$ cat src/rtl/irq_ctrl_pkg.sv
package irq_ctrl_pkg;
    typedef enum logic [2:0] {
        RA_STATUS = 3'd0,
        RA_ENABLE = 3'd1,
        RA_ROUTE  = 3'd2,
        RA_POLAR  = 3'd3,
        RA_TRIG   = 3'd4,
        RA_MASKED = 3'd5,
        RA_TOPID  = 3'd6
    } reg_addr_e;
endpackage

$ cat src/rtl/irq_sync.sv
module irq_sync #(
    parameter int W = 32
) (
    input  logic         clk,
    input  logic         rst_n,
    input  logic [W-1:0] async_i,
    output logic [W-1:0] sync_o
);
    typedef struct packed {
        logic [W-1:0] s1;
        logic [W-1:0] s2;
    } sync_t;

    sync_t st_q, st_d;

    always_comb begin
        st_d    = st_q;
        st_d.s1 = async_i;
        st_d.s2 = st_q.s1;
    end

    always_ff @(posedge clk or negedge rst_n) begin
        if (!rst_n) st_q <= '0;
        else        st_q <= st_d;
    end

    assign sync_o = st_q.s2;
endmodule

$ cat src/rtl/irq_sense.sv
module irq_sense #(
    parameter int W = 32
) (
    input  logic         clk,
    input  logic         rst_n,
    input  logic [W-1:0] line_i,
    input  logic [W-1:0] polar_i,
    input  logic [W-1:0] edge_mode_i,
    output logic [W-1:0] set_o
);
    logic [W-1:0] prev_q, prev_d;
    logic [W-1:0] active, rise, fall, edge_hit;

    always_comb begin
        prev_d   = line_i;
        active   = ~(line_i ^ polar_i);
        rise     = line_i & ~prev_q;
        fall     = ~line_i & prev_q;
        edge_hit = (polar_i & rise) | (~polar_i & fall);
        set_o    = (edge_mode_i & edge_hit) | (~edge_mode_i & active);
    end

    always_ff @(posedge clk or negedge rst_n) begin
        if (!rst_n) prev_q <= '0;
        else        prev_q <= prev_d;
    end
endmodule

$ cat src/rtl/irq_prio.sv
module irq_prio #(
    parameter int W   = 32,
    parameter int IDW = $clog2(W)
) (
    input  logic [W-1:0]   masked_i,
    output logic           valid_o,
    output logic [IDW-1:0] id_o
);
    always_comb begin
        id_o    = '0;
        valid_o = |masked_i;
        for (int n = W - 1; n >= 0; n--) begin
            if (masked_i[W-1-n]) id_o = IDW'(n);
        end
    end
endmodule

$ cat src/rtl/prio_irq_ctrl.sv
module prio_irq_ctrl
    import irq_ctrl_pkg::*;
#(
    parameter int          NUM_SRC  = 32,
    parameter logic [31:0] RSVD_REG = 32'h0000_7000
) (
    input  logic               clk,
    input  logic               rst_n,
    input  logic [NUM_SRC-1:0] req_i,
    input  logic               bus_sel_i,
    input  logic               bus_we_i,
    input  logic [2:0]         bus_addr_i,
    input  logic [NUM_SRC-1:0] bus_wdata_i,
    output logic [NUM_SRC-1:0] bus_rdata_o,
    output logic               irq_norm_o,
    output logic               irq_crit_o
);
    localparam int IDW = $clog2(NUM_SRC);
    localparam logic [NUM_SRC-1:0] RSVD = RSVD_REG[NUM_SRC-1:0];

    typedef struct packed {
        logic [NUM_SRC-1:0] status;
        logic [NUM_SRC-1:0] enable;
        logic [NUM_SRC-1:0] route;
        logic [NUM_SRC-1:0] polar;
        logic [NUM_SRC-1:0] trig;
    } ctrl_t;

    ctrl_t cur_q, nxt_d;

    logic [NUM_SRC-1:0] sync_src, sync_reg, set_vec, clr_vec, masked;
    logic               wr_hit, top_valid;
    logic [IDW-1:0]     top_id;

    irq_sync #(.W(NUM_SRC)) u_sync (
        .clk(clk), .rst_n(rst_n), .async_i(req_i), .sync_o(sync_src)
    );

    for (genvar g = 0; g < NUM_SRC; g++) begin : g_map
        assign sync_reg[NUM_SRC-1-g] = sync_src[g];
    end

    irq_sense #(.W(NUM_SRC)) u_sense (
        .clk(clk), .rst_n(rst_n), .line_i(sync_reg),
        .polar_i(cur_q.polar), .edge_mode_i(cur_q.trig), .set_o(set_vec)
    );

    assign masked = cur_q.status & cur_q.enable;

    irq_prio #(.W(NUM_SRC), .IDW(IDW)) u_prio (
        .masked_i(masked), .valid_o(top_valid), .id_o(top_id)
    );

    always_comb begin
        nxt_d   = cur_q;
        wr_hit  = bus_sel_i & bus_we_i;
        clr_vec = (wr_hit && bus_addr_i == RA_STATUS) ? bus_wdata_i : '0;
        nxt_d.status = ((cur_q.status & ~clr_vec) | set_vec) & ~RSVD;
        if (wr_hit) begin
            case (bus_addr_i)
                RA_ENABLE: nxt_d.enable = bus_wdata_i & ~RSVD;
                RA_ROUTE:  nxt_d.route  = bus_wdata_i;
                RA_POLAR:  nxt_d.polar  = bus_wdata_i;
                RA_TRIG:   nxt_d.trig   = bus_wdata_i;
                default: ;
            endcase
        end
    end

    always_ff @(posedge clk or negedge rst_n) begin
        if (!rst_n) begin
            cur_q        <= '0;
            cur_q.route  <= '1;
        end else begin
            cur_q <= nxt_d;
        end
    end

    always_comb begin
        bus_rdata_o = '0;
        case (bus_addr_i)
            RA_STATUS: bus_rdata_o = cur_q.status;
            RA_ENABLE: bus_rdata_o = cur_q.enable;
            RA_ROUTE:  bus_rdata_o = cur_q.route;
            RA_POLAR:  bus_rdata_o = cur_q.polar;
            RA_TRIG:   bus_rdata_o = cur_q.trig;
            RA_MASKED: bus_rdata_o = masked;
            RA_TOPID:  bus_rdata_o = {{(NUM_SRC-IDW-1){1'b0}}, top_valid, top_id};
            default:   bus_rdata_o = '0;
        endcase
    end

    assign irq_norm_o = |(masked & cur_q.route);
    assign irq_crit_o = |(masked & ~cur_q.route);

    AST_W1C_CLEARS: assert property (@(posedge clk) disable iff (!rst_n) (wr_hit && bus_addr_i == RA_STATUS) |=> ((cur_q.status & $past(bus_wdata_i & ~set_vec)) == '0));
    AST_NO_SPONT_CLEAR: assert property (@(posedge clk) disable iff (!rst_n) !(wr_hit && bus_addr_i == RA_STATUS) |=> (($past(cur_q.status) & ~cur_q.status) == '0));
    AST_SET_LANDS: assert property (@(posedge clk) disable iff (!rst_n) 1'b1 |=> ((cur_q.status & $past(set_vec & ~RSVD)) == $past(set_vec & ~RSVD)));
    AST_RSVD_QUIET: assert property (@(posedge clk) disable iff (!rst_n) ((cur_q.status | cur_q.enable) & RSVD) == '0);
    AST_PRIO_HIT: assert property (@(posedge clk) disable iff (!rst_n) top_valid |-> masked[(NUM_SRC-1) - int'(top_id)]);
    AST_PRIO_FIRST: assert property (@(posedge clk) disable iff (!rst_n) top_valid |-> ((masked >> (NUM_SRC - int'(top_id))) == '0));
    AST_IDLE_ZERO: assert property (@(posedge clk) disable iff (!rst_n) !top_valid |-> (top_id == '0 && masked == '0));
    AST_OUT_GATED: assert property (@(posedge clk) disable iff (!rst_n) (cur_q.enable == '0) |-> (!irq_norm_o && !irq_crit_o));
endmodule

$ cat config.mk
export PLATFORM = sky130hd
export DESIGN_NAME = prio_irq_ctrl
export DESIGN_NICKNAME = d
export VERILOG_FILES = /design/src/rtl/irq_ctrl_pkg.sv /design/src/rtl/irq_sync.sv /design/src/rtl/irq_sense.sv /design/src/rtl/irq_prio.sv /design/src/rtl/prio_irq_ctrl.sv
export SDC_FILE = /design/constraint.sdc
export NUM_CORES = 1
export LEC_CHECK = 0
export BUFFER_PORTS_ARGS = -buffer_cell sky130_fd_sc_hd__buf_4
export CAP_MARGIN = 20
export CORE_MARGIN = 3
export CORE_UTILIZATION = 64
export CTS_CLUSTER_DIAMETER = 80
export DETAILED_ROUTE_END_ITERATION = 7
export PLACE_DENSITY_LB_ADDON = 0.3
export SLEW_MARGIN = 20
export SYNTH_ARGS = -nofsm -noshare
export SYNTH_HDL_FRONTEND = slang
export SYNTH_HIERARCHICAL = 1
export SYNTH_SLANG_ARGS = --single-unit
$ cat constraint.sdc
create_clock -name clk -period 5.5 [get_ports clk]
set_clock_uncertainty 0.15 [all_clocks]
set_input_delay 0.275 -clock clk [delete_from_list [all_inputs] [get_ports clk]]
set_output_delay 0.275 -clock clk [all_outputs]
set_load 0.02 [all_outputs]
==> results of run 1 <==
==> flip-flops by register name, indices dropped and copies added (netlist names) <==
| register | flops |
|---|---|
| cur_q | 154 |
| u_sense/prev_q | 29 |
| u_sync/st_d | 29 |
| u_sync/sync_o | 29 |
==> area by class of cell <==
type | count | area (um2) | area share, %
Timing Repair Buffer | 172 | 1466 | 10.87
Tap cell | 220 | 275.3 | 2.040
Sequential cell | 241 | 6071 | 45.00
Multi-Input combinational cell | 654 | 4706 | 34.88
Clock inverter | 9 | 76.32 | 0.5658
Clock buffer | 36 | 757.0 | 5.611
Inverter | 37 | 138.9 | 1.029
==> metrics by stage <==
stage	utilization, %	total power [uW]	hold slack (ps)	area (um2)
after floorplan	-	2997	-170.6	11070
after global placement	71.82	3328	182.2	12040
after detailed placement	71.82	3379	185.5	12040
after CTS	80.49	5106	195.2	13490
after global routing	80.49	5344	203.8	13490
final	80.49	5112	191.8	13490
==> worst max-delay path, cell delays in order, from the launching register on <==
cell      delay, ps
dfrtp_1         420
nand2_1         120
inv_1           110
nor4_1          590
nand2_1         150
nor3b_1         350
a22oi_1         150
o221ai_1        270
buf_4           200
==> worst max-delay path by stage <==
stage          slack (ps)  cells after the start        endpoint     startpoint
2_1_floorplan        3220                      8  bus_rdata_o[3]     cur_q[136]
3_3_place_gp         2550                      5       cur_q[29]  bus_addr_i[2]
3_5_place_dp         2490                      5       cur_q[17]  bus_addr_i[2]
4_1_cts              2280                     11  bus_rdata_o[0]     cur_q[128]
5_1_grt              2010                     11  bus_rdata_o[0]     cur_q[128]
6_report             2190                      8  bus_rdata_o[4]     cur_q[121]
==> placed cells by master, fill, tap and decap left out, types with 29 or more instances in the layout <==
cell           instances
a21o_1                30
inv_1                 36
dlygate4sd3_1         62
dfrtp_1              209
dfstp_2               32
nand2_1               66
buf_4                108
mux2_2               125
a21boi_1              29
o22ai_1               34
nand2b_1              52
nor2_1                74
mux2i_1               37
a21oi_1               37
a22o_1                31
==> where the power goes <==
part	total (uW)	switching [uW]	internal [uW]
sequential	2340	263	2070
combinational	1090	549	541
clock	1690	687	1000
total	5110	1500	3610
==> metal layers <==
metal	vias up	part of all wire (%)
met1	4347	41
li1	3820	-
met3	74	6.9
met4	0	2.9
met5	-	0
met2	356	50
==> timing repair <==
action | in CTS | in global routing
setup buffers | 0 | 0
gates resized for setup | 0 | 0
hold buffers | 62 | 0
endpoints found under the hold margin | 283 | 0
==> run_results.csv, run 1 <==
group,metric,value,unit
outcome,outcome,"finished, final reports clean",
finish,post_route_cells_drive_above_1_share,28.11,%
sta,max_freq,302.5,MHz
sta,rsz0062_at_grt,"false",
routing,wl_per_cell,20.76,um
critical_path,critical_path_class,"reg2out",
placement,dp_hpwl,17.65,mm
finish,fillers,981,
critical_path,reg2reg_from,"cur_q[54]",
global_route,top_usage_layer,"met2",
logic_synthesis,avgSynthCellArea,11.45,um2
sta,slew_headroom,29.35,%
global_route,antenna_found_initial,0,
routing,ant_nets,0,
routing,vias,8597,
cts,h-tree-depth,1,
routing,drt_iter0_markers,685,
worst_hold_path,hold_path_class,"reg2reg",
critical_path,rr_worst_depth,3,
cts,path_clk_slew,70,ps
global_route,use_met3,5.734,%
global_route,grt_pass1_wl,45.27,mm
global_route,grt_pass1_vias,8631,
cts,cts_tree,"built",
placement,place_ws,2485,ps
routing,wl,28.42,mm
floorplan,rows,47,
critical_path,worstPathArrival,2880,ps
routing,routed_via_density,6.280,
logic_synthesis,netlist_area,0.01104,mm2
sta,period_needed,3306,ps
global_route,grt_max_degree,125,
placement,io_buffers,101,
critical_path,critPathMaxFanout,5,
floorplan,io_pins,105,
sta,fin_setup_tns,0,ps
global_route,grt_overflow,0,
cts,root_buffer,"clkbuf_16",
logic_synthesis,synth-warning-count,6,
global_route,grtUsageMet1,40.71,%
critical_path,required,5080,ps
routing,drt-pass1-iter-count,5,
sta,worst_slack,2194,ps
critical_path,start_kind,"register",
finish,antenna_cells,0,
floorplan,dieArea,0.01886,mm2
cts,clk_path_buf_depth,3,
pwr,powerDensity,378.9,mW/mm2
global_route,grt_util_all_layers,30.61,%
floorplan,core-area,0.01676,mm2
sta,setup_viol_count_final,0,
floorplan,dieWidth,137.3,um
sta,finalHoldViolCount,0,
critical_path,reg2reg_slack,4240,ps
run,max_cap_violations,0,
cts,numCtsBuffers,25,
sta,finalMaxSlewViolations,0,
global_route,met2_usage,51.34,%
placement,dp.cells,1262,
floorplan,start_util,65.85,%
worst_hold_path,whs_path_depth,0,
logic_synthesis,syn_inst,964,
cts,clock_latency,530,ps
sta,worst_pin_slew,1059,ps
critical_path,worstSetupEndpointType,"primary output",
critical_path,reg2reg_to,"cur_q[150]",
pwr,leakagePower,0.005871,uW
cts,clock_sinks,241,
finish,area_growth,22.23,%
worst_hold_path,hold_path_end,"u_sync/sync_o[6]",
worst_hold_path,holdCritStartpoint,"u_sync/st_d[6]",
placement,gp_congestion,0.9682,
sta,fin_crit_sh,60.11,%
finish,finalNonFillerCells,1369,
pwr,ir_drop,0.2648,mV
finish,fin_nets,1202,
floorplan,die_h,137.3,um
routing,drcViolationCount,0,
Power figures use the tool's default switching activity.
==> inputs of run 2 (changes only) <==
CORE_UTILIZATION = 54   (was 64)
clock period = 2.92 ns   (was 5.5 ns; I/O delays follow)
==> run_results.csv, run 2 (synthesis results as in run 1) <==
group,metric,value,unit
placement,gp_congestion,0.9273,
critical_path,worstPathArrival,2750,ps
critical_path,start_kind,"register",
critical_path,critPathMaxFanout,6,
pwr,powerDensity,716.6,mW/mm2
sta,finalMaxSlewViolations,0,
cts,h-tree-depth,1,
sta,worst_slack,-125.8,ps
critical_path,required,2620,ps
sta,period_needed,3046,ps
cts,root_buffer,"clkbuf_16",
floorplan,dieWidth,149.0,um
global_route,grt_overflow,0,
outcome,outcome,"finished, violations left",
placement,dp_hpwl,18.67,mm
cts,cts_tree,"built",
critical_path,worstSetupEndpointType,"primary output",
outcome,violations,"negative setup slack",
cts,path_clk_slew,70,ps
floorplan,io_pins,105,
critical_path,max_stage_delay,390,ps
pwr,p_total,10030,uW
floorplan,start_util,55.79,%
sta,slew_headroom,50.47,%
floorplan,die_h,149.0,um
cts,numCtsBuffers,25,
sta,fin_crit_sh,104.3,%
sta,rsz0062_at_grt,"true",
sta,worst_pin_slew,743.0,ps
finish,antenna_cells,0,
cts,clk_path_buf_depth,3,
finish,layout_commonest_cell,"dfrtp_1",
routing,ant_nets,0,
placement,io_buffers,101,
finish,post_route_cells_drive_above_1_share,33.22,%
pwr,ir_drop,0.5811,mV
sta,hold_slack,103.2,ps
routing,wl,28.81,mm
finish,fin_nets,1229,
finish,finalNonFillerCells,1442,
routing,drt_iter0_markers,722,
floorplan,core-area,0.01978,mm2
routing,wl_per_cell,19.98,um
global_route,antenna_found_initial,0,
sta,setup_viol_count_final,3,
global_route,grt_pass1_vias,8639,
cts,clock_latency,530,ps
routing,drt-pass1-iter-count,5,
sta,finalHoldViolCount,0,
critical_path,crit_path_cell_trace,"and2_4 > nor2b_1 > nor3_2 > o31ai_1 > o2111ai_1 > a221oi_2 > a22o_1 > nand2_1 > o221ai_2 > buf_4",
finish,final_cell_mix,"206 x dfrtp_1, 131 x buf_4, 125 x mux2_2, 71 x nor2_1, 62 x dlygate4sd3_1",
critical_path,critical_path_class,"reg2out",
worst_hold_path,hold_path_class,"in2reg",
routing,drcViolationCount,0,
global_route,grt_pass1_wl,45.93,mm
run,max_cap_violations,0,
global_route,grt_max_degree,95,
finish,largest_register_ff_count,154,
floorplan,dieArea,0.02219,mm2
pwr,leakagePower,0.006016,uW
finish,regMostFlops,"cur_q",
routing,vias,8550,
cts,clock_sinks,241,
sta,max_freq,328.3,MHz
critical_path,slowest_stage,"dfrtp_1",
finish,area_growth,26.78,%
floorplan,rows,51,
placement,dp.cells,1322,
routing,routed_via_density,5.929,
global_route,grt_util_all_layers,25.82,%
[run 2: layout make-up]
| class | count | area (um2) |
|---|---|---|
| inverter | 37 | 143.9 |
| clock inverter | 12 | 207.7 |
| multi-input combinational | 654 | 4845 |
| sequential | 241 | 6075 |
| fill | 1445 | 5789 |
| timing repair buffer | 199 | 1710 |
| tap | 265 | 331.6 |
| clock buffer | 34 | 679.4 |
[run 2: power breakdown]
| group | total, uW | switching (uW) | internal, uW | leakage (uW) |
|---|---|---|---|---|
| sequential | 4390 | 490 | 3900 | 0.00275 |
| combinational | 2220 | 1110 | 1110 | 0.00285 |
| clock | 3410 | 1330 | 2090 | 0.000423 |
[run 2: what timing repair did]
item / in CTS / in global routing
resized for setup: 21 / 35
hold buffers: 62 / 0
endpoints found under the hold margin: 277 / 0
setup endpoints to repair: 5 / 7
pin swaps: 8 / 19
setup buffers: 4 / 8
[run 2: worst max-delay path, delay by kind of cell (launching register included)]
family / cells / cell delay (ps)
AO/OA/AOI/OAI: 5 / 1070
flip-flops: 1 / 390
buffers and inverters: 1 / 180
AND/OR/NAND/NOR: 4 / 580
[run 2: layer usage]
| layer | wire length (um) | track usage [%] | vias to the layer above | share of wire [%] |
|---|---|---|---|---|
| met5 | 0 | 0 | - | 0 |
| met4 | 803 | 7.826 | 0 | 2.8 |
| met3 | 1737 | 5.257 | 71 | 6.0 |
| met2 | 13950 | 42.43 | 293 | 48 |
| met1 | 12320 | 34.99 | 4316 | 43 |
| li1 | - | - | 3870 | - |
[run 2: worst paths after layout]
kind	slack [ps]	from	end	cells after the start
max in group asynchronous	1700	rst_n	cur_q[86]	3
worst min register to register	200	u_sync/st_d[9]	u_sync/sync_o[9]	0
min in group asynchronous	110	rst_n	u_sync/sync_o[29]	2
worst max register to register	1680	cur_q[55]	cur_q[151]	3
worst min-delay path	100	req_i[8]	u_sync/st_d[8]	2
worst max-delay path	-130	cur_q[130]	bus_rdata_o[0]	10
[run 2: per-stage QoR]
step	setup slack (ps)	instance area, um2	TNS (ps)	util (%)
floorplan	772.5	11070	0	-
global placement	380.7	12240	0	61.88
detailed placement	354.1	12240	0	61.88
CTS	-78.15	13850	-78.15	70.03
global route	-157.6	13990	-521.2	70.73
finish	-125.8	13990	-160.0	70.73
==> inputs of run 3 (changes only) <==
BUFFER_PORTS_ARGS = default   (was -buffer_cell sky130_fd_sc_hd__buf_4)
CORE_UTILIZATION = 58   (was 54)
CTS_CLUSTER_SIZE = 16   (was default)
DONT_BUFFER_PORTS = 1   (was default)
==> run_results.csv, run 3 (synthesis results as in run 1) <==
group,metric,value,unit
outcome,outcome,"finished, violations left",
outcome,violations,"negative hold slack",
floorplan,die_h,143.9,um
floorplan,rows,49,
floorplan,dieArea,0.02072,mm2
placement,io_buffers,0,
sta,fin_crit_sh,99.30,%
worst_hold_path,hold_path_class,"in2async",
cts,clock_sinks,241,
finish,regMostFlops,"cur_q",
sta,hold_slack,-804.1,ps
routing,drcViolationCount,0,
cts,root_buffer,"clkbuf_16",
pwr,ir_drop,0.6330,mV
finish,area_growth,15.52,%
routing,routed_via_density,6.305,
critical_path,critPathMaxFanout,4,
sta,max_freq,344.9,MHz
critical_path,start_kind,"register",
routing,ant_nets,0,
finish,largest_register_ff_count,154,
routing,vias,8108,
pwr,powerDensity,682.8,mW/mm2
sta,slew_headroom,23.40,%
critical_path,worstPathArrival,2600,ps
finish,final_cell_mix,"207 x dfrtp_1, 125 x mux2_2, 73 x nor2_1, 63 x dlygate4sd3_1, 58 x nand2_1",
global_route,grt_util_all_layers,26.08,%
critical_path,slowest_stage,"or4_4",
finish,finish.instance_area,0.01275,mm2
cts,cts_tree,"built",
routing,wl,27.28,mm
placement,dp_hpwl,17.36,mm
finish,layout_commonest_cell,"dfrtp_1",
pwr,p_total,8706,uW
pwr,clock_power_share,28.0,%
run,max_cap_violations,0,
sta,setup_viol_count_final,0,
placement,gp_congestion,0.9321,
sta,rsz0062_at_grt,"true",
finish,fin_nets,1115,
sta,period_needed,2900,ps
global_route,antenna_found_initial,0,
cts,path_clk_slew,70,ps
pwr,power.internal,6091,uW
critical_path,required,2620,ps
global_route,grt_max_degree,242,
cts,clock_latency,500,ps
finish,antenna_cells,0,
global_route,grt_pass1_wl,42.88,mm
routing,wl_per_cell,21.21,um
pwr,switchingPower,2615,uW
sta,worst_pin_slew,1148,ps
critical_path,critPathTopFamily,"simple AND/OR/NAND/NOR gates",
finish,post_route_cells_drive_above_1_share,23.75,%
floorplan,start_util,60.21,%
pwr,seq_power_share,50.4,%
placement,dpl-instance-area,0.01133,mm2
critical_path,crit_path_cell_trace,"nand2_2 > inv_1 > or4_4 > nor2_1 > nand2_1 > a21oi_2 > a221oi_1 > o221ai_1 > buf_4",
pwr,p_comb_share,21.7,%
critical_path,critical_path_class,"reg2out",
floorplan,dieWidth,143.9,um
critical_path,worstSetupEndpointType,"primary output",
floorplan,core-area,0.01833,mm2
routing,drt_iter0_markers,781,
critical_path,path_buf_inv,2,
cts,clk_path_buf_depth,3,
cts,h-tree-depth,1,
sta,finalMaxSlewViolations,0,
floorplan,io_pins,105,
cts,numCtsBuffers,19,
pwr,leakagePower,0.005317,uW
global_route,grt_overflow,0,
routing,drt-pass1-iter-count,5,
critical_path,max_stage_delay,540,ps
cts,cts_hold_buf,63,
pwr,p_sw_share,30.03,%
sta,finalHoldViolCount,241,
global_route,grt_pass1_vias,8088,
## run 3: cell count changes in the layout (fill, tap and decap cells not counted), sizes merged
cell / previous run / this run
clkinv: 3 / 0
clkbuf: 34 / 32
buf: 137 / 28
inv: 38 / 39
dlygate4sd3: 62 / 63
bufinv: 5 / 0
clkinvlp: 3 / 0
## run 3: final timing paths
kind,from,to,slack [ps],cells after the start
hold / removal,rst_n,u_sync/st_d[29],-800,0
min in group clk,bus_addr_i[0],cur_q[38],40,3
hold reg to reg,u_sync/st_d[12],u_sync/sync_o[12],190,0
max in group asynchronous,rst_n,cur_q[83],3030,0
setup reg to reg,cur_q[63],cur_q[159],1700,3
setup / recovery,cur_q[136],bus_rdata_o[3],20,9
## run 3: repair_timing
item,in CTS,in global routing
pin swaps,1,13
gates resized for setup,9,29
setup buffers,0,15
setup endpoints to repair,4,6
hold endpoints to repair,424,241
## run 3: metal layers
layer  global-route usage (%)  vias up  part of all wire [%]
met3                    5.125       66                   6.7
met2                    42.63      267                    48
met1                    35.85     4123                    42
li1                         -     3652                     -
met5                        0        -                     0
met4                    7.334        0                   2.9
## run 3: cell type report
type	count	area, um2
flip-flops and latches	241	6073
fillers	1293	5582
multi-input cells	654	4833
repair buffers	91	865.8
clock buffers	32	524.3
well taps	229	286.5
inverters	37	141.4
clock inverters	2	25.02
## run 3: through the flow
stage / worst slack [ps] / TNS (ps) / util, % / instances
finish: 20.34 / 0 / 69.55 / 1286
detailed placement: 466.3 / 0 / 61.81 / 1174
global route: -51.86 / -83.31 / 69.55 / 1286
floorplan: 772.5 / 0 / - / 973
CTS: 1.767 / 0 / 68.47 / 1271
global placement: 477.2 / 0 / 61.81 / 1174
## run 3: worst reg2reg max path, cell delays in order, from the launching register on
cell and delay, ps:
dfrtp_1 410, a21boi_1 140, a22o_1 260, a21o_1 160
## run 3: power by group through the flow
stage               registers [uW]  logic (uW)  clock network (uW)
floorplan                     4260        1390                   0
global placement              4400        1600                   0
detailed placement            4430        1650                   0
CTS                           4370        1780                2480
global route                  4450        2060                2610
finish                        4390        1890                2430
